--- config.mk ---
export PLATFORM = sky130hd
export DESIGN_NAME = lowtoggle_tpg
export DESIGN_NICKNAME = d
export VERILOG_FILES = /design/src/rtl/ltpg_pkg.sv /design/src/rtl/ltpg_datapath.sv /design/src/rtl/ltpg_ctrl.sv /design/src/rtl/lowtoggle_tpg.sv
export SDC_FILE = /design/constraint.sdc
export NUM_CORES = 1
export LEC_CHECK = 0
export ABC_AREA = 1
export BUFFER_PORTS_ARGS = -buffer_cell sky130_fd_sc_hd__buf_2
export CAP_MARGIN = 10
export CELL_PAD_IN_SITES_DETAIL_PLACEMENT = 0
export CELL_PAD_IN_SITES_GLOBAL_PLACEMENT = 1
export CORE_MARGIN = 2
export CORE_UTILIZATION = 41
export DETAILED_ROUTE_END_ITERATION = 8
export PLACE_DENSITY_LB_ADDON = 0.1
export SLEW_MARGIN = 20
export SYNTH_ARGS = -nofsm -noshare
export SYNTH_HDL_FRONTEND = slang
export SYNTH_SLANG_ARGS = --single-unit
--- constraint.sdc ---
create_clock -name clk -period 2 [get_ports clk]
set_clock_uncertainty 0.15 [all_clocks]
set_input_delay 0.2 -clock clk [delete_from_list [all_inputs] [get_ports clk]]
set_output_delay 0.2 -clock clk [all_outputs]
set_load 0.05 [all_outputs]
--- src/rtl/ltpg_pkg.sv ---
package ltpg_pkg;

  typedef enum logic [2:0] {
    ST_IDLE,
    ST_LOAD,
    ST_CLK,
    ST_SSTEP,
    ST_SSHIFT,
    ST_SCAP,
    ST_DONE
  } ltpgState_e;

  // Strobes from the controller to the datapath
  typedef struct packed {
    logic seedLoad;   // reload the seed to its initial value
    logic seedAdv;    // one seed register step
    logic johnEn;     // Johnson counter updates this cycle
    logic johnMode;   // 0: Johnson step, 1: shift register
    logic johnInit;   // with johnMode=1: 0 shifts zeros in, 1 rotates
  } ltpgCtl_s;

endpackage

--- src/rtl/ltpg_datapath.sv ---
module ltpg_datapath
  import ltpg_pkg::*;
#(
  parameter int SEED_W = 8,
  parameter int JOHN_LEN = 4,
  parameter logic [SEED_W-1:0] SEED_TAPS = 8'hB8,
  parameter logic [SEED_W-1:0] SEED_INIT = 8'h01
) (
  input  logic                       clk,
  input  logic                       rstN,
  input  ltpgCtl_s                   ctl,
  output logic [JOHN_LEN*SEED_W-1:0] pattern
);

  logic [SEED_W-1:0]   seed;
  logic [JOHN_LEN-1:0] john;

  // Slow seed register: Fibonacci LFSR
  always_ff @(posedge clk or negedge rstN) begin
    if (!rstN)             seed <= SEED_INIT;
    else if (ctl.seedLoad) seed <= SEED_INIT;
    else if (ctl.seedAdv)  seed <= {seed[SEED_W-2:0], ^(seed & SEED_TAPS)};
  end

  // Fast reconfigurable Johnson counter
  always_ff @(posedge clk or negedge rstN) begin
    if (!rstN) john <= '0;
    else if (ctl.johnEn) begin
      if (!ctl.johnMode)     john <= {john[JOHN_LEN-2:0], ~john[JOHN_LEN-1]};
      else if (!ctl.johnInit) john <= {john[JOHN_LEN-2:0], 1'b0};
      else                   john <= {john[JOHN_LEN-2:0], john[JOHN_LEN-1]};
    end
  end

  // XOR grid: rows follow Johnson stages, columns follow seed bits
  for (genvar r = 0; r < JOHN_LEN; r++) begin : gRow
    for (genvar c = 0; c < SEED_W; c++) begin : gCol
      assign pattern[r*SEED_W + c] = seed[c] ^ john[r];
    end
  end

  a_r2_seed_hold: assert property (@(posedge clk) disable iff (!rstN)
    !(ctl.seedLoad || ctl.seedAdv) |=> $stable(seed));

  a_r2_seed_nonzero: assert property (@(posedge clk) disable iff (!rstN)
    seed != '0);

  a_r4_single_step: assert property (@(posedge clk) disable iff (!rstN)
    (ctl.johnEn && !ctl.johnMode) |=> $countones(john ^ $past(john)) == 1);

  a_r7_rotate_weight: assert property (@(posedge clk) disable iff (!rstN)
    (ctl.johnEn && ctl.johnMode && ctl.johnInit) |=>
      $countones(john) == $countones($past(john)));

  a_r9_john_hold: assert property (@(posedge clk) disable iff (!rstN)
    !ctl.johnEn |=> $stable(john));

endmodule

--- src/rtl/ltpg_ctrl.sv ---
module ltpg_ctrl
  import ltpg_pkg::*;
#(
  parameter int JOHN_LEN = 4,
  parameter int LIM_W = 8
) (
  input  logic             clk,
  input  logic             rstN,
  input  logic             start,
  input  logic             scanSel,
  input  logic [LIM_W-1:0] patLimit,
  output ltpgCtl_s         ctl,
  output logic             capture,
  output logic             done
);

  localparam int SH_W = $clog2(JOHN_LEN);
  localparam int VEC_W = $clog2(2*JOHN_LEN);
  localparam logic [SH_W-1:0] SH_LAST = SH_W'(JOHN_LEN-1);
  localparam logic [VEC_W-1:0] VEC_LAST = VEC_W'(2*JOHN_LEN-1);

  ltpgState_e       state;
  logic [SH_W-1:0]  shCnt;
  logic [VEC_W-1:0] vecCnt;
  logic [LIM_W-1:0] seedCnt;
  logic [LIM_W-1:0] limReg;
  logic             scanReg;
  logic             shLast, vecLast, seedLast;

  assign shLast   = (shCnt == SH_LAST);
  assign vecLast  = (vecCnt == VEC_LAST);
  assign seedLast = (({1'b0, seedCnt} + {{LIM_W{1'b0}}, 1'b1}) == {1'b0, limReg});

  always_comb begin
    ctl = '0;
    case (state)
      ST_LOAD:   begin ctl.seedLoad = 1'b1; ctl.johnEn = 1'b1; ctl.johnMode = 1'b1; end
      ST_CLK:    begin ctl.johnEn = 1'b1; ctl.seedAdv = vecLast; end
      ST_SSTEP:  ctl.johnEn = 1'b1;
      ST_SSHIFT: begin ctl.johnEn = 1'b1; ctl.johnMode = 1'b1; ctl.johnInit = 1'b1; end
      ST_SCAP:   ctl.seedAdv = vecLast;
      default:   ctl = '0;
    endcase
  end

  always_ff @(posedge clk or negedge rstN) begin
    if (!rstN) begin
      state   <= ST_IDLE;
      shCnt   <= '0;
      vecCnt  <= '0;
      seedCnt <= '0;
      limReg  <= '0;
      scanReg <= 1'b0;
    end else begin
      case (state)
        ST_IDLE, ST_DONE: if (start) begin
          state   <= ST_LOAD;
          shCnt   <= '0;
          scanReg <= scanSel;
          limReg  <= patLimit;
        end
        ST_LOAD: if (shLast) begin
          shCnt   <= '0;
          vecCnt  <= '0;
          seedCnt <= '0;
          if (limReg == '0) state <= ST_DONE;
          else              state <= scanReg ? ST_SSTEP : ST_CLK;
        end else shCnt <= shCnt + 1'b1;
        ST_CLK: if (vecLast) begin
          vecCnt  <= '0;
          seedCnt <= seedCnt + 1'b1;
          if (seedLast) state <= ST_DONE;
        end else vecCnt <= vecCnt + 1'b1;
        ST_SSTEP: begin
          shCnt <= '0;
          state <= ST_SSHIFT;
        end
        ST_SSHIFT: if (shLast) state <= ST_SCAP;
                   else        shCnt <= shCnt + 1'b1;
        ST_SCAP: begin
          if (vecLast) begin
            vecCnt  <= '0;
            seedCnt <= seedCnt + 1'b1;
          end else vecCnt <= vecCnt + 1'b1;
          state <= (vecLast && seedLast) ? ST_DONE : ST_SSTEP;
        end
        default: state <= ST_IDLE;
      endcase
    end
  end

  assign capture = (state == ST_SCAP);
  assign done    = (state == ST_DONE);

  a_r8_capture_single: assert property (@(posedge clk) disable iff (!rstN)
    capture |=> !capture);

  a_r9_done_sticky: assert property (@(posedge clk) disable iff (!rstN)
    (done && !start) |=> done);

  a_r11_limit_held: assert property (@(posedge clk) disable iff (!rstN)
    (state != ST_IDLE && state != ST_DONE) |=> ($stable(limReg) && $stable(scanReg)));

endmodule

--- src/rtl/lowtoggle_tpg.sv ---
module lowtoggle_tpg
  import ltpg_pkg::*;
#(
  parameter int SEED_W = 8,
  parameter int JOHN_LEN = 4,
  parameter int LIM_W = 8,
  parameter logic [SEED_W-1:0] SEED_TAPS = 8'hB8,
  parameter logic [SEED_W-1:0] SEED_INIT = 8'h01
) (
  input  logic                       clk,
  input  logic                       rstN,
  input  logic                       start,
  input  logic                       scanSel,
  input  logic [LIM_W-1:0]           patLimit,
  output logic [JOHN_LEN*SEED_W-1:0] pattern,
  output logic                       capture,
  output logic                       done
);

  ltpgCtl_s ctl;

  ltpg_ctrl #(
    .JOHN_LEN(JOHN_LEN),
    .LIM_W(LIM_W)
  ) uCtrl (
    .clk(clk),
    .rstN(rstN),
    .start(start),
    .scanSel(scanSel),
    .patLimit(patLimit),
    .ctl(ctl),
    .capture(capture),
    .done(done)
  );

  ltpg_datapath #(
    .SEED_W(SEED_W),
    .JOHN_LEN(JOHN_LEN),
    .SEED_TAPS(SEED_TAPS),
    .SEED_INIT(SEED_INIT)
  ) uPath (
    .clk(clk),
    .rstN(rstN),
    .ctl(ctl),
    .pattern(pattern)
  );

endmodule

Yosys cells after proc, flatten, opt, wreduce, memory -nomap -nowiden
Cells that the tools add are included.
{ "totals": {"register_bits": 37, "latchBits": 0, "ram_bits": 0, "rom_bits": 0, "in_bits": 12, "out_inout_bits": 34, "word_cells": 105, "memories": 0} }
{ "op_classes": {"addsub": 4, "n_mul": 0, "div": 0, "n_lt_le_gt_ge": 0, "n_eq_ne": 16, "shifts": 0, "n_mux": 28, "bitwise_logic": 33, "n_reduce_logical": 16} }
{ "op_table": {"columns": ["operator", "n"], "rows": [
  ["$mux W8", 4],
  ["$xor A1 B1 Y1", 32],
  ["$mux W3", 9],
  ["$pmux W3 S6", 1],
  ["$pmux W8 S2", 1],
  ["$eq A3 B3 Y1 const B", 4],
  ["$ne A2 B1 Y1 const B", 5],
  ["$add A8 B1 Y9 const B", 1],
  ["$eq A9 B8 Y1", 1],
  ["$add A8 B1 Y8 const B", 1],
  ["$logic_not A8 Y1", 1],
  ["$mux W1", 8],
  ["$pmux W2 S4", 1],
  ["$reduce_xor A8 Y1", 1],
  ["$eq A3 B2 Y1 const B", 2],
  ["$mux W2", 3],
  ["$pmux W3 S2", 1],
  ["$reduce_and A3 Y1", 2],
  ["$reduce_or A2 Y1", 3],
  ["$reduce_and A5 Y1", 1],
  ["$ne A2 B2 Y1 const B", 2],
  ["$reduce_and A2 Y1", 2],
  ["$reduce_bool A2 Y1", 2],
  ["$reduce_bool A4 Y1", 1],
  ["other kinds (8)", 8]
]} }

Depth between registers and ports, before layout
Gate-level depths: netlist of run 1.
{ "depth": {"ltp_word": 5, "mapped_depth": 13} }

Hierarchy
From an unflattened synthesis of run 1, not the netlist that was laid out.
{ "hier_totals": {"cells_unflattened": 313, "area_unflattened_um2": 2504.9} }
{ "modules_own_cells": {"columns": ["module", "instances", "cells_each", "area_per_inst_um2", "seq_area_each_um2"], "rows": [
  ["ltpg_ctrl", 1, 207, 1567.8, 625.6],
  ["ltpg_datapath", 1, 106, 937.1, 301.5]
]} }

Worst setup path before layout of run 1
Ideal clock, no wire load.
{ "synth_path": {"path_kind": "flip-flop to output port", "start": "register uCtrl.state[1]", "end": "output done", "t_arrival_ns": 1.575, "t_required_ns": 1.650, "setup_slack_ns": 0.075, "stages_incl_launch_ff": 3, "n_path_buf": 0, "cell_sequence": "dfrtp_1 > inv_1 > nor3_1"} }
{ "synth_between": {"elab_chain_cells": 1} }
{ "synth_lines": {"columns": ["element", "line_no", "text"], "rows": [
  ["from (decl)", "ltpg_ctrl.sv:22", "ltpgState_e state;"],
  ["from (signal assigned)", "ltpg_ctrl.sv:67", "else state <= scanReg ? ST_SSTEP : ST_CLK;"],
  ["from (signal assigned)", "ltpg_ctrl.sv:85", "state <= (vecLast && seedLast) ? ST_DONE : ST_SSTEP;"],
  ["$eq A3 B3 Y1", "ltpg_ctrl.sv:93", "assign done = (state == ST_DONE);"],
  ["to (decl)", "lowtoggle_tpg.sv:17", "output logic done"]
]} }
Every way passes these cells.

Worst setup path after layout of run 1
{ "layout_path": {"start": "register uCtrl.seedCnt[2]", "end": "register uCtrl.state[1]"} }
{ "layout_between": {"elab_chain_cells": 4} }
{ "layout_lines": {"columns": ["element", "line_no", "text"], "rows": [
  ["from (decl)", "ltpg_ctrl.sv:25", "logic [LIM_W-1:0] seedCnt;"],
  ["from (signal assigned)", "ltpg_ctrl.sv:71", "seedCnt <= seedCnt + 1'b1;"],
  ["from (signal assigned)", "ltpg_ctrl.sv:83", "seedCnt <= seedCnt + 1'b1;"],
  ["$add A8 B1 Y9", "ltpg_ctrl.sv:32", "assign seedLast = (({1'b0, seedCnt} + {{LIM_W{1'b0}}, 1'b1}) == {1'b0, limReg});"],
  ["$eq A9 B8 Y1", "ltpg_ctrl.sv:32", null],
  ["$ne A2 B1 Y1 (no line)", null, null],
  ["$reduce_and A5 Y1 (no line)", null, null]
]} }
Every way passes these cells.
A chain may end at the register's enable or synchronous reset.

==> results of run 1 <==
## registers in the layout, indices dropped and copies added, names as in the netlist
name	cells
uPath.seed	8
uCtrl.state	3
uCtrl.scanReg	1
uCtrl.seedCnt	8
uCtrl.limReg	8
uCtrl.vecCnt	3
uCtrl.shCnt	2
uPath.john	4
## through the flow
step                setup WS (ns)    util
detailed placement        0.06736  0.4711
CTS                       0.04281  0.5043
global placement           0.1320  0.4711
floorplan                 0.07520       -
finish                     0.1377  0.5124
global route             -0.01998  0.5124
## how the worst min path moves through the flow
stage	endpoint	slack [ns]	cells past startpoint
3_5_place_dp	uCtrl.seedCnt[4]$_DFFE_PN0P_	0.04	1
6_report	uCtrl.limReg[6]$_DFFE_PN0P_	0.01	3
3_3_place_gp	uCtrl.seedCnt[4]$_DFFE_PN0P_	0.03	1
4_1_cts	uCtrl.limReg[6]$_DFFE_PN0P_	0.0007	3
2_1_floorplan	uCtrl.limReg[0]$_DFFE_PN0P_	-0.25	0
5_1_grt	uCtrl.limReg[1]$_DFFE_PN0P_	0.03	3
## power by group through the flow
stage          combinational, uW  sequential [uW]  clock [uW]
2_1_floorplan              0.467              762           0
3_3_place_gp                31.1              762           0
3_5_place_dp                31.5              762           0
4_1_cts                     40.5              747         803
5_1_grt                     44.4              747         832
6_report                    38.6              747         783
## logic make-up after synthesis
kind of cell / synth area share
adders and majority gates: 0.02044
and+or+nand+nor: 0.2662
buffers and inverters: 0.08942
muxes: 0.01839
DFF: 0.3786
xor gates and xnor gates: 0.1252
AOI/OAI and AO/OA: 0.1017
## cells in the final DEF, fill, tap and decap left out
| cell type | netlist | final |
|---|---|---|
| nand3_2 | 2 | 2 |
| inv_1 | 36 | 35 |
| nor2_2 | 3 | 3 |
| a22o_1 | 2 | 2 |
| o21a_1 | 1 | 1 |
| a21oi_1 | 11 | 11 |
| a31oi_1 | 1 | 1 |
| xor2_1 | 32 | 32 |
| nand4_1 | 3 | 3 |
| buf_2 | 1 | 45 |
| buf_12 | 0 | 1 |
| dfstp_2 | 1 | 1 |
| ha_4 | 0 | 1 |
| o22ai_1 | 7 | 7 |
| o211ai_2 | 1 | 1 |
| o21ai_1 | 9 | 10 |
| clkbuf_8 | 0 | 5 |
| buf_4 | 0 | 7 |
| nand2_2 | 3 | 5 |
| ha_1 | 4 | 3 |
| nor3_1 | 2 | 2 |
| clkinv_2 | 0 | 1 |
| dlygate4sd3_1 | 0 | 6 |
| mux2_2 | 4 | 4 |
| nor2_1 | 18 | 17 |
| nor2_4 | 3 | 4 |
| nand2_1 | 63 | 61 |
| nand2_4 | 2 | 2 |
| nand3_1 | 33 | 33 |
| o21ai_0 | 9 | 8 |
| dfrtp_1 | 36 | 36 |
| inv_2 | 6 | 7 |
| bufinv_16 | 0 | 2 |
| o21bai_1 | 1 | 1 |
| o21ai_2 | 1 | 1 |
| nor2_8 | 2 | 2 |
| xnor2_1 | 3 | 3 |
## routing by layer
metal | part of all wire | vias up
met5 | 0 | -
met4 | 0.013 | 0
met3 | 0.063 | 7
met2 | 0.43 | 61
met1 | 0.49 | 939
li1 | - | 1100
## final cells by class
cell class,instances,area (um2),area share
multi-input combinational,220,1328,0.4428
sequential,37,927.1,0.3093
timing repair buffer,59,357.8,0.1194
inverter,42,157.7,0.05259
tap,75,93.84,0.03130
clock buffer,5,68.82,0.02295
clock inverter,3,65.06,0.02170
## critical path: stages, from the launching register on
cell and delay (ns):
dfrtp_1 0.45, nand3_1 0.21, o21ai_1 0.27, nand3_1 0.10, nand2_1 0.08, nand2_1 0.07
nor2_2 0.14, nand3_2 0.09, nand2_2 0.10, nand2_1 0.05, o21ai_1 0.07
## repair_timing
| item | in CTS | in global routing |
|---|---|---|
| buffers inserted | 0 | 3 |
| resized for setup | 0 | 7 |
| hold buffers | 6 | 0 |
| endpoints found under the hold margin | 22 | 0 |
| setup endpoints to repair | 0 | 4 |
==> summary.md, run 1 <==
| Metric | Value |
|---|---|
| Status | `finished, final reports clean` |
| Worst path required time | `just over 2 ns` |
| Clk pwr share | `0.499` |
| Synth top area cells | `dfrtp_1 (37%), xor2_1 (11%), nand2_1 (9.7%), nand3_1 (6.7%), inv_1 (5.5%)` |
| Max Slew Vio Count | `0` |
| Rel. slew slack | `0.6807` |
| Clock root cell | `clkbuf_8` |
| Starting Density | `0.4185` |
| Reg2reg end | `uCtrl.state[1]$_DFFE_PN0P_` |
| Seq/Total Area, Yosys | `0.3786` |
| Clock slew at reported path FFs | `0.08 ns` |
| Cell Area, Synth | `2449 um2` |
| Finish-stage setup viols | `0` |
| IO Count | `46` |
| Std cell rows | `28` |
| RSZ-0062 raised after global routing | `true` |
| Hold path startpoint | `patLimit[6]` |
| Finished Layout Cells | `441` |
| Tot Pwr | `1569 uW` |
| Die area | `approximately 6600 um2` |
| # fillers | `572` |
| Startpoint types | `flop` |
| Port buffer count | `between 40 and 50` |
| WS Path Type | `flop to flop` |
| Seq cells post-synth | `37` |
| GR Layer Usage met1 | `0.2455` |
| Average wire per standard cell | `12.70 um` |
| Via-to-Cell Ratio | `approximately 4.8` |
| MaxCap Viol Count | `0` |
| Crit path time final | `1.862 ns` |
| Initial DRC Count | `181` |
| First-pass GRT wire length | `9121 um` |
| Achievable Freq | `0.5370 GHz` |
| Avg Cell Area, Syn | `7.823 um2` |
| Asr flop ratio synth | `1.000` |
| PwrDens | `523.4 nW/um2` |
| Via count | `2107` |
| DP Cell Count | `between 400 and 500` |
| Leak | `0.001742 uW` |
| GRT overflow | `0` |
| GP Congestion | `around 0.86` |
| Final instance area | `between 2000 and 3000 um2` |
| Clock Tree Buf Depth | `2` |
| Largest net degree at the start of global routing | `20` |
| Tcrit/Tclk final | `0.9311` |
| Routed Antenna Nets | `0` |
| CTS tree | `yes` |
| Worst skew pair latency | `0.30 ns` |
| Area Growth Syn to Fin | `22.43%` |
| Grt met3 use | `0.05111` |
| Final #Nets | `381` |
| Worst r2r path cells | `10` |
| P_sw | `306.9 uW` |
| Seq pwr share | `0.476` |
| VDD IR max | `between 0.2 and 0.3 mV` |
| Max FO, Critical Path | `5` |
| Fraction of layout cells with a size suffix above 1 | `0.2568` |
| Setup crit start | `uCtrl.seedCnt[2]$_DFFE_PN0P_` |
| H-Tree Depth | `2` |
| Logic pwr share | `0.025` |
| 1st-pass router iterations | `4` |
| Number of synthesized flops with an enable pin | `0` |
| Most frequent cells after synthesis | `nand2_1 (63), dfrtp_1 (36), inv_1 (36)` |
| Remaining DRCs | `0` |
| GRT Total Usage | `0.1789` |
| Clk sink count | `37` |
| Vias in the first global route | `1857` |
| Largest area contributor in the netlist | `dfrtp_1` |
| Met2 Track Usage GR | `0.2738` |
| Die Y | `81.28 um` |
| Hold WC Path Type | `input port to flop` |
| Syn Inst Count | `313` |
| Post-Syn Nets | `329` |
| Most frequent cell after synthesis | `nand2_1` |
| Yosys Warn Count | `0` |
| DP HPWL | `~4400 um` |
| Cell variety after synth | `33` |
| Hold Slack | `0.01067 ns` |
| Final hold violation count | `0` |
| Synth Flop Type | `dfrtp_1` |
| # diodes | `0` |
| Grt peak-use layer | `met2` |
| Worst slew pin tran | `0.4789 ns` |
| Final WL | `around 5600 um` |
| Sw Share | `0.1956` |
| Int Power | `about 1300 uW` |
| Crit end category | `flop` |
| Setup crit end | `uCtrl.state[1]$_DFFE_PN0P_` |
| Placed cell area | `between 2000 and 3000 um2` |
| R2r startpoint | `uCtrl.seedCnt[2]$_DFFE_PN0P_` |
| Core footprint | `around 5900 um2` |
| Setup_tns | `0 ns` |
| Worst R2R Setup Slack | `0.14 ns` |
| Post-synth top area share | `0.3679` |
| Die X | `81.28 um` |
| Num CTS Buffers | `5` |
| Worst Path Arrival | `1.93 ns` |
| Initial antenna violation count | `0` |
Note: power is estimated with default switching activity, not from simulation.
==> run 2: changes to the inputs <==
--- a/config.mk
+++ b/config.mk
@@ -6,13 +6,14 @@
 export NUM_CORES = 1
 export LEC_CHECK = 0
 export ABC_AREA = 1
-export BUFFER_PORTS_ARGS = -buffer_cell sky130_fd_sc_hd__buf_2
 export CAP_MARGIN = 10
 export CELL_PAD_IN_SITES_DETAIL_PLACEMENT = 0
 export CELL_PAD_IN_SITES_GLOBAL_PLACEMENT = 1
 export CORE_MARGIN = 2
-export CORE_UTILIZATION = 41
+export CORE_UTILIZATION = 46
 export DETAILED_ROUTE_END_ITERATION = 8
+export DONT_BUFFER_PORTS = 1
+export GPL_TIMING_DRIVEN = 0
 export PLACE_DENSITY_LB_ADDON = 0.1
 export SLEW_MARGIN = 20
 export SYNTH_ARGS = -nofsm -noshare
==> run 2 against run 1 <==
The flow now finishes with violations (setup timing). Fmax decreased by 9.0%. Flip-flop and latch count unchanged. Die area decreased by 10%. Utilization increased by 13 points. Critical path depth decreased by 8. Hold slack improved by 0.093 ns. Sequential share of layout area decreased by 2.4 points. Critical endpoint is now pattern[21].
==> summary.md, run 2 (synthesis gave the netlist of run 1 again) <==
| Metric | Value |
|---|---|
| Status | `finished, violations left` |
| Failing checks | `setup timing` |
| # diodes | `0` |
| Crit end category | `output port` |
| Via count | `2016` |
| Sw Share | `0.1918` |
| Final WL | `about 6000 um` |
| Seq pwr share | `0.479` |
| Final #Nets | `348` |
| Commonest non-fill, non-tap cell in the layout | `nand2_1` |
| P_sw | `roughly 300 uW` |
| Leak | `around 0.0016 uW` |
| Starting Density | `0.4794` |
| Crit path time final | `2.046 ns` |
| Core footprint | `5107 um2` |
| Largest net degree at the start of global routing | `38` |
| H-Tree Depth | `2` |
| GP Congestion | `0.7881` |
| Fraction of layout cells with a size suffix above 1 | `0.3033` |
| Setup_tns | `-0.1242 ns` |
| GRT overflow | `0` |
| Die Y | `76.96 um` |
| PwrDens | `477.3 nW/um2` |
| Routed Antenna Nets | `0` |
| Max FO, Critical Path | `6` |
| First-pass GRT wire length | `10030 um` |
| R2r startpoint | `uCtrl.seedCnt[1]$_DFFE_PN0P_` |
| Worst skew pair latency | `slightly below 0.3 ns` |
| Vias in the first global route | `1975` |
| Std cell rows | `26` |
| Biggest registers after layout | `uCtrl.limReg (8), uCtrl.seedCnt (8), uPath.seed (8)` |
| GRT Total Usage | `0.2172` |
| Die X | `76.96 um` |
| Hold WC Path Type | `input port to flop` |
| Initial antenna violation count | `0` |
| Most frequent cells in the layout | `nand2_1 (54), inv_1 (35), nand3_1 (33), dfrtp_1 (31), xor2_2 (23)` |
| Clock root cell | `clkbuf_8` |
| CTS tree | `yes` |
| Int Power | `between 1000 and 1500 uW` |
| VDD IR max | `0.3054 mV` |
| Startpoint types | `flop` |
| Clk pwr share | `0.498` |
| Average wire per standard cell | `~15 um` |
| Worst slew pin tran | `0.8292 ns` |
| Hold Slack | `0.1040 ns` |
| PnR worst setup slack | `-0.04584 ns` |
| # fillers | `424` |
| Hold path startpoint | `start` |
| Clock slew at reported path FFs | `0.08 ns` |
| RSZ-0062 raised after global routing | `true` |
| Max Slew Vio Count | `0` |
| IO Count | `46` |
| DP Worst Slack | `-0.06320 ns` |
| Tcrit/Tclk final | `1.023` |
| Remaining DRCs | `0` |
| Achievable Freq | `about 0.5 GHz` |
| MaxCap Viol Count | `0` |
| Logic pwr share | `0.022` |
| Port buffer count | `0` |
| Clock Tree Buf Depth | `2` |
| Final Util | `0.6396` |
| DP HPWL | `between 3000 and 4000 um` |
| Initial DRC Count | `119` |
| Final hold violation count | `0` |
| Worst path required time | `approximately 1.7 ns` |
| WS Path Type | `flop to output port` |
| Finish-stage setup viols | `5` |
| 1st-pass router iterations | `6` |
| Setup crit start | `uPath.seed[5]$_DFFE_PN0P_` |
| Via-to-Cell Ratio | `about 5.0` |
| Rel. slew slack | `0.4442` |
| Worst Path Arrival | `1.70 ns` |
| Area Growth Syn to Fin | `33.42%` |
| Clk sink count | `37` |
| Die area | `5923 um2` |
| Num CTS Buffers | `5` |
[run 2: cell type report]
type,instances,area [um2],area share
tap,70,87.58,0.02681
clock inverter,3,65.06,0.01992
inverter,42,160.2,0.04902
buffer,5,27.53,0.008426
clock buffer,5,68.82,0.02106
multi-input combinational,220,1729,0.5293
timing repair buffer,21,195.2,0.05975
sequential,37,933.4,0.2857
[run 2: layer usage]
metal / track usage / wire, um / up-vias
met5: 0 / 0 / -
met4: 0.08364 / 114 / 0
met3: 0.04706 / 294 / 8
met2: 0.3500 / 2926 / 58
met1: 0.2870 / 2596 / 933
li1: - / - / 1017
[run 2: worst max-delay path: stages, from the launching register on]
cell and delay (ns):
dfrtp_1 0.33, clkbuf_1 0.47, xor2_2 0.60
[run 2: path summary, 6_finish.rpt]
path | to | slack, ns | cells after the start
setup reg to reg | uCtrl.state[1]$_DFFE_PN0P_ | 0.07 | 13
max in group asynchronous | uPath.seed[0]$_DFFE_PN1P_ | 1.24 | 2
setup / recovery | pattern[21] | -0.05 | 2
min in group asynchronous | uPath.seed[3]$_DFFE_PN0P_ | 0.20 | 2
hold reg to reg | uCtrl.vecCnt[0]$_DFFE_PN0P_ | 0.35 | 1
hold / removal | uCtrl.limReg[0]$_DFFE_PN0P_ | 0.10 | 3
[run 2: metrics by stage]
step | instances | power [uW] | cell area (um2)
after floorplan | 313 | 763.0 | 2449
after global placement | 383 | 762.9 | 2536
after detailed placement | 383 | 762.9 | 2541
after CTS | 398 | 1587 | 3072
after global routing | 403 | 1621 | 3267
final | 403 | 1559 | 3267
[run 2: timing repair]
action / CTS / global route
gates resized for setup: 44 / 24
hold buffers: 11 / 0
buffers inserted: 1 / 9
setup endpoints to repair: 42 / 48
endpoints found under the hold margin: 46 / 0
pin swaps: 4 / 14
[run 2: power groups by stage]
| stage | Clock [uW] | Combinational [uW] | Sequential (uW) |
|---|---|---|---|
| 2_1_floorplan | 0 | 0.467 | 762 |
| 3_3_place_gp | 0 | 0.486 | 762 |
| 3_5_place_dp | 0 | 0.485 | 762 |
| 4_1_cts | 804 | 36.4 | 747 |
| 5_1_grt | 833 | 40.2 | 747 |
| 6_report | 777 | 35.0 | 747 |
==> run 3: changes to the inputs <==
--- a/config.mk
+++ b/config.mk
@@ -9,8 +9,9 @@
 export CAP_MARGIN = 10
 export CELL_PAD_IN_SITES_DETAIL_PLACEMENT = 0
 export CELL_PAD_IN_SITES_GLOBAL_PLACEMENT = 1
+export CORE_ASPECT_RATIO = 0.8
 export CORE_MARGIN = 2
-export CORE_UTILIZATION = 46
+export CORE_UTILIZATION = 37
 export DETAILED_ROUTE_END_ITERATION = 8
 export DONT_BUFFER_PORTS = 1
 export GPL_TIMING_DRIVEN = 0
==> run 3 against run 2 <==
The flow still finishes with violations (setup timing). Critical endpoint is now pattern[1]. Largest power group is now sequential cells. Hold slack got worse by 0.00072 ns. Utilization decreased by 12 points. Final area rose by 2.0%. Register-to-register slack got worse by 0.04 ns. Cell count is 4.7% higher. Setup slack better by 0.027 ns.
==> summary.md, run 3 (synthesis gave the netlist of run 1 again) <==
| Metric | Value |
|---|---|
| Hold path startpoint | `start` |
| GRT overflow | `0` |
| Commonest non-fill, non-tap cell in the layout | `nand2_1` |
| Routed Antenna Nets | `0` |
| Seq pwr share | `0.577` |
| PnR worst setup slack | `-0.01858 ns` |
| Vias in the first global route | `1887` |
| Remaining DRCs | `0` |
| Leak | `about 0.0016 uW` |
| First-pass GRT wire length | `9653 um` |
| Achievable Freq | `around 0.50 GHz` |
| GP Congestion | `0.7996` |
| Final WL | `roughly 6100 um` |
| Max Slew Vio Count | `0` |
| GRT Total Usage | `0.1706` |
| Logic pwr share | `0.027` |
| Tcrit/Tclk final | `1.009` |
| Clk pwr share | `0.396` |
| # diodes | `0` |
| Num CTS Buffers | `5` |
| Worst Path Arrival | `1.67 ns` |
| Rel. slew slack | `0.4435` |
| Clock slew at reported path FFs | `0.08 ns` |
| # fillers | `between 500 and 600` |
| Core footprint | `6409 um2` |
| Area Growth Syn to Fin | `36.13%` |
| Die Y | `76.76 um` |
| Final #Nets | `353` |
| Largest net degree at the start of global routing | `38` |
| Status | `finished, violations left` |
| 1st-pass router iterations | `4` |
| PwrDens | `between 300 and 400 nW/um2` |
| Crit path time final | `between 2 and 2.5 ns` |
| Finish-stage setup viols | `5` |
| Worst skew pair latency | `0.29 ns` |
| Hold WC Path Type | `input port to flop` |
| Clock Tree Buf Depth | `2` |
| Die area | `approximately 7300 um2` |
| Crit-path slowest cell | `xor2_2` |
| Initial DRC Count | `93` |
| Max FO, Critical Path | `5` |
| Starting Density | `0.3821` |
| Failing checks | `setup timing` |
| Register Area | `between 900 and 1000 um2` |
| CTS tree | `yes` |
| CP max stage delay | `0.56 ns` |
| Via count | `approximately 2100` |
| H-Tree Depth | `2` |
| Multi-input gate area | `between 1500 and 2000 um2` |
| Biggest registers after layout | `uCtrl.limReg (8), uCtrl.seedCnt (8), uPath.seed (8)` |
| Clock root cell | `clkbuf_8` |
| Crit end category | `output port` |
| R2r startpoint | `uCtrl.seedCnt[0]$_DFFE_PN0P_` |
| Port buffer count | `0` |
| Initial antenna violation count | `0` |
| Min-Delay Endpoint | `uCtrl.limReg[3]$_DFFE_PN0P_` |
| Worst R2R Setup Slack | `0.03 ns` |
| Most frequent cells in the layout | `nand2_1 (57), inv_1 (35), nand3_1 (33), dfrtp_1 (32), xor2_2 (24)` |
| Setup_tns | `-0.05625 ns` |
| Crit path cell chain | `clkbuf_1 > xor2_2` |
| Die X | `94.95 um` |
| Reg2reg end | `uCtrl.state[1]$_DFFE_PN0P_` |
| Critical path's top delay family | `XOR/XNOR gates` |
| IO Count | `46` |
| DP Cell Count | `397` |
| MaxCap Viol Count | `0` |
| WS Path Type | `flop to output port` |
| P_sw | `about 290 uW` |
| DP HPWL | `4267 um` |
| Int Power | `1010 uW` |
| Fraction of layout cells with a size suffix above 1 | `0.3136` |
| Clk sink count | `37` |
| Sw Share | `0.2209` |
| RSZ-0062 raised after global routing | `true` |
| VDD IR max | `0.2792 mV` |
| Hold Slack | `0.1033 ns` |
| Startpoint types | `flop` |
| Worst path required time | `1.65 ns` |
| Std cell rows | `26` |
| Hold depth | `3` |
| Worst slew pin tran | `0.8302 ns` |
| Via-to-Cell Ratio | `slightly below 5` |
| Finished Layout Cells | `422` |
| Buf/Inv on CP | `1` |
| Worst r2r path cells | `13` |
| Average wire per standard cell | `approximately 15 um` |
| Final hold violation count | `0` |
| DP Worst Slack | `-0.08963 ns` |
-- run 3: stage by stage --
step	cell area [um2]	util	power, uW
finish	3333	0.5201	1296
floorplan	2449	-	763.0
detailed placement	2559	0.3993	762.9
global route	3333	0.5201	1356
global placement	2554	0.3985	762.9
CTS	3069	0.4789	1316
-- run 3: worst max path at each step --
stage,startpoint,endpoint,depth (start not counted)
floorplan,uCtrl.state[1]$_DFFE_PN0P_,done,2
global placement,uCtrl.state[1]$_DFFE_PN0P_,uCtrl.seedCnt[6]$_DFFE_PN0P_,10
detailed placement,uCtrl.seedCnt[0]$_DFFE_PN0P_,uCtrl.state[1]$_DFFE_PN0P_,11
CTS,uPath.seed[3]$_DFFE_PN0P_,pattern[19],2
global route,uCtrl.seedCnt[0]$_DFFE_PN0P_,uCtrl.state[1]$_DFFE_PN0P_,13
finish,uPath.seed[1]$_DFFE_PN0P_,pattern[1],2
-- run 3: area by class of cell --
class                      instances  area share
buffer                             6     0.01051
clock buffer                       7     0.02290
clock inverter                     1    0.001502
inverter                          42     0.05030
multi-input combinational        220      0.5308
sequential                        37      0.2797
tap                               84     0.03153
timing repair buffer              25     0.07282
-- run 3: worst reg2reg max path, delay by kind of cell, from the launching register on --
family	cells	cell delay, ns
AND/OR/NAND/NOR	10	0.93
flip-flops	1	0.43
adder cells (fa/ha/maj)	1	0.30
AO/OA/AOI/OAI	1	0.07
buffers and inverters	1	0.04
-- run 3: power by group through the flow --
stage	Sequential, uW	Combinational, uW	Clock [uW]
2_1_floorplan	762	0.467	0
3_3_place_gp	762	0.495	0
3_5_place_dp	762	0.478	0
4_1_cts	747	36.6	532
5_1_grt	747	40.5	568
6_report	747	35.1	513
-- run 3: repair_timing --
action                                  4_1_cts  5_1_grt
pin swaps                                     3       12
endpoints found under the hold margin        46        0
resized for setup                            43       37
gates cloned                                  0        1
endpoints found under the setup margin       49       41
setup buffers                                 6        7
hold buffers                                 11        0
-- run 3: metal layers --
| metal | share of wire | global-route usage | vias to the layer above |
|---|---|---|---|
| met4 | 0.0096 | 0.03188 | 0 |
| met1 | 0.50 | 0.2791 | 977 |
| li1 | - | - | 1027 |
| met2 | 0.43 | 0.2312 | 59 |
| met3 | 0.061 | 0.03242 | 7 |
| met5 | 0 | 0 | - |
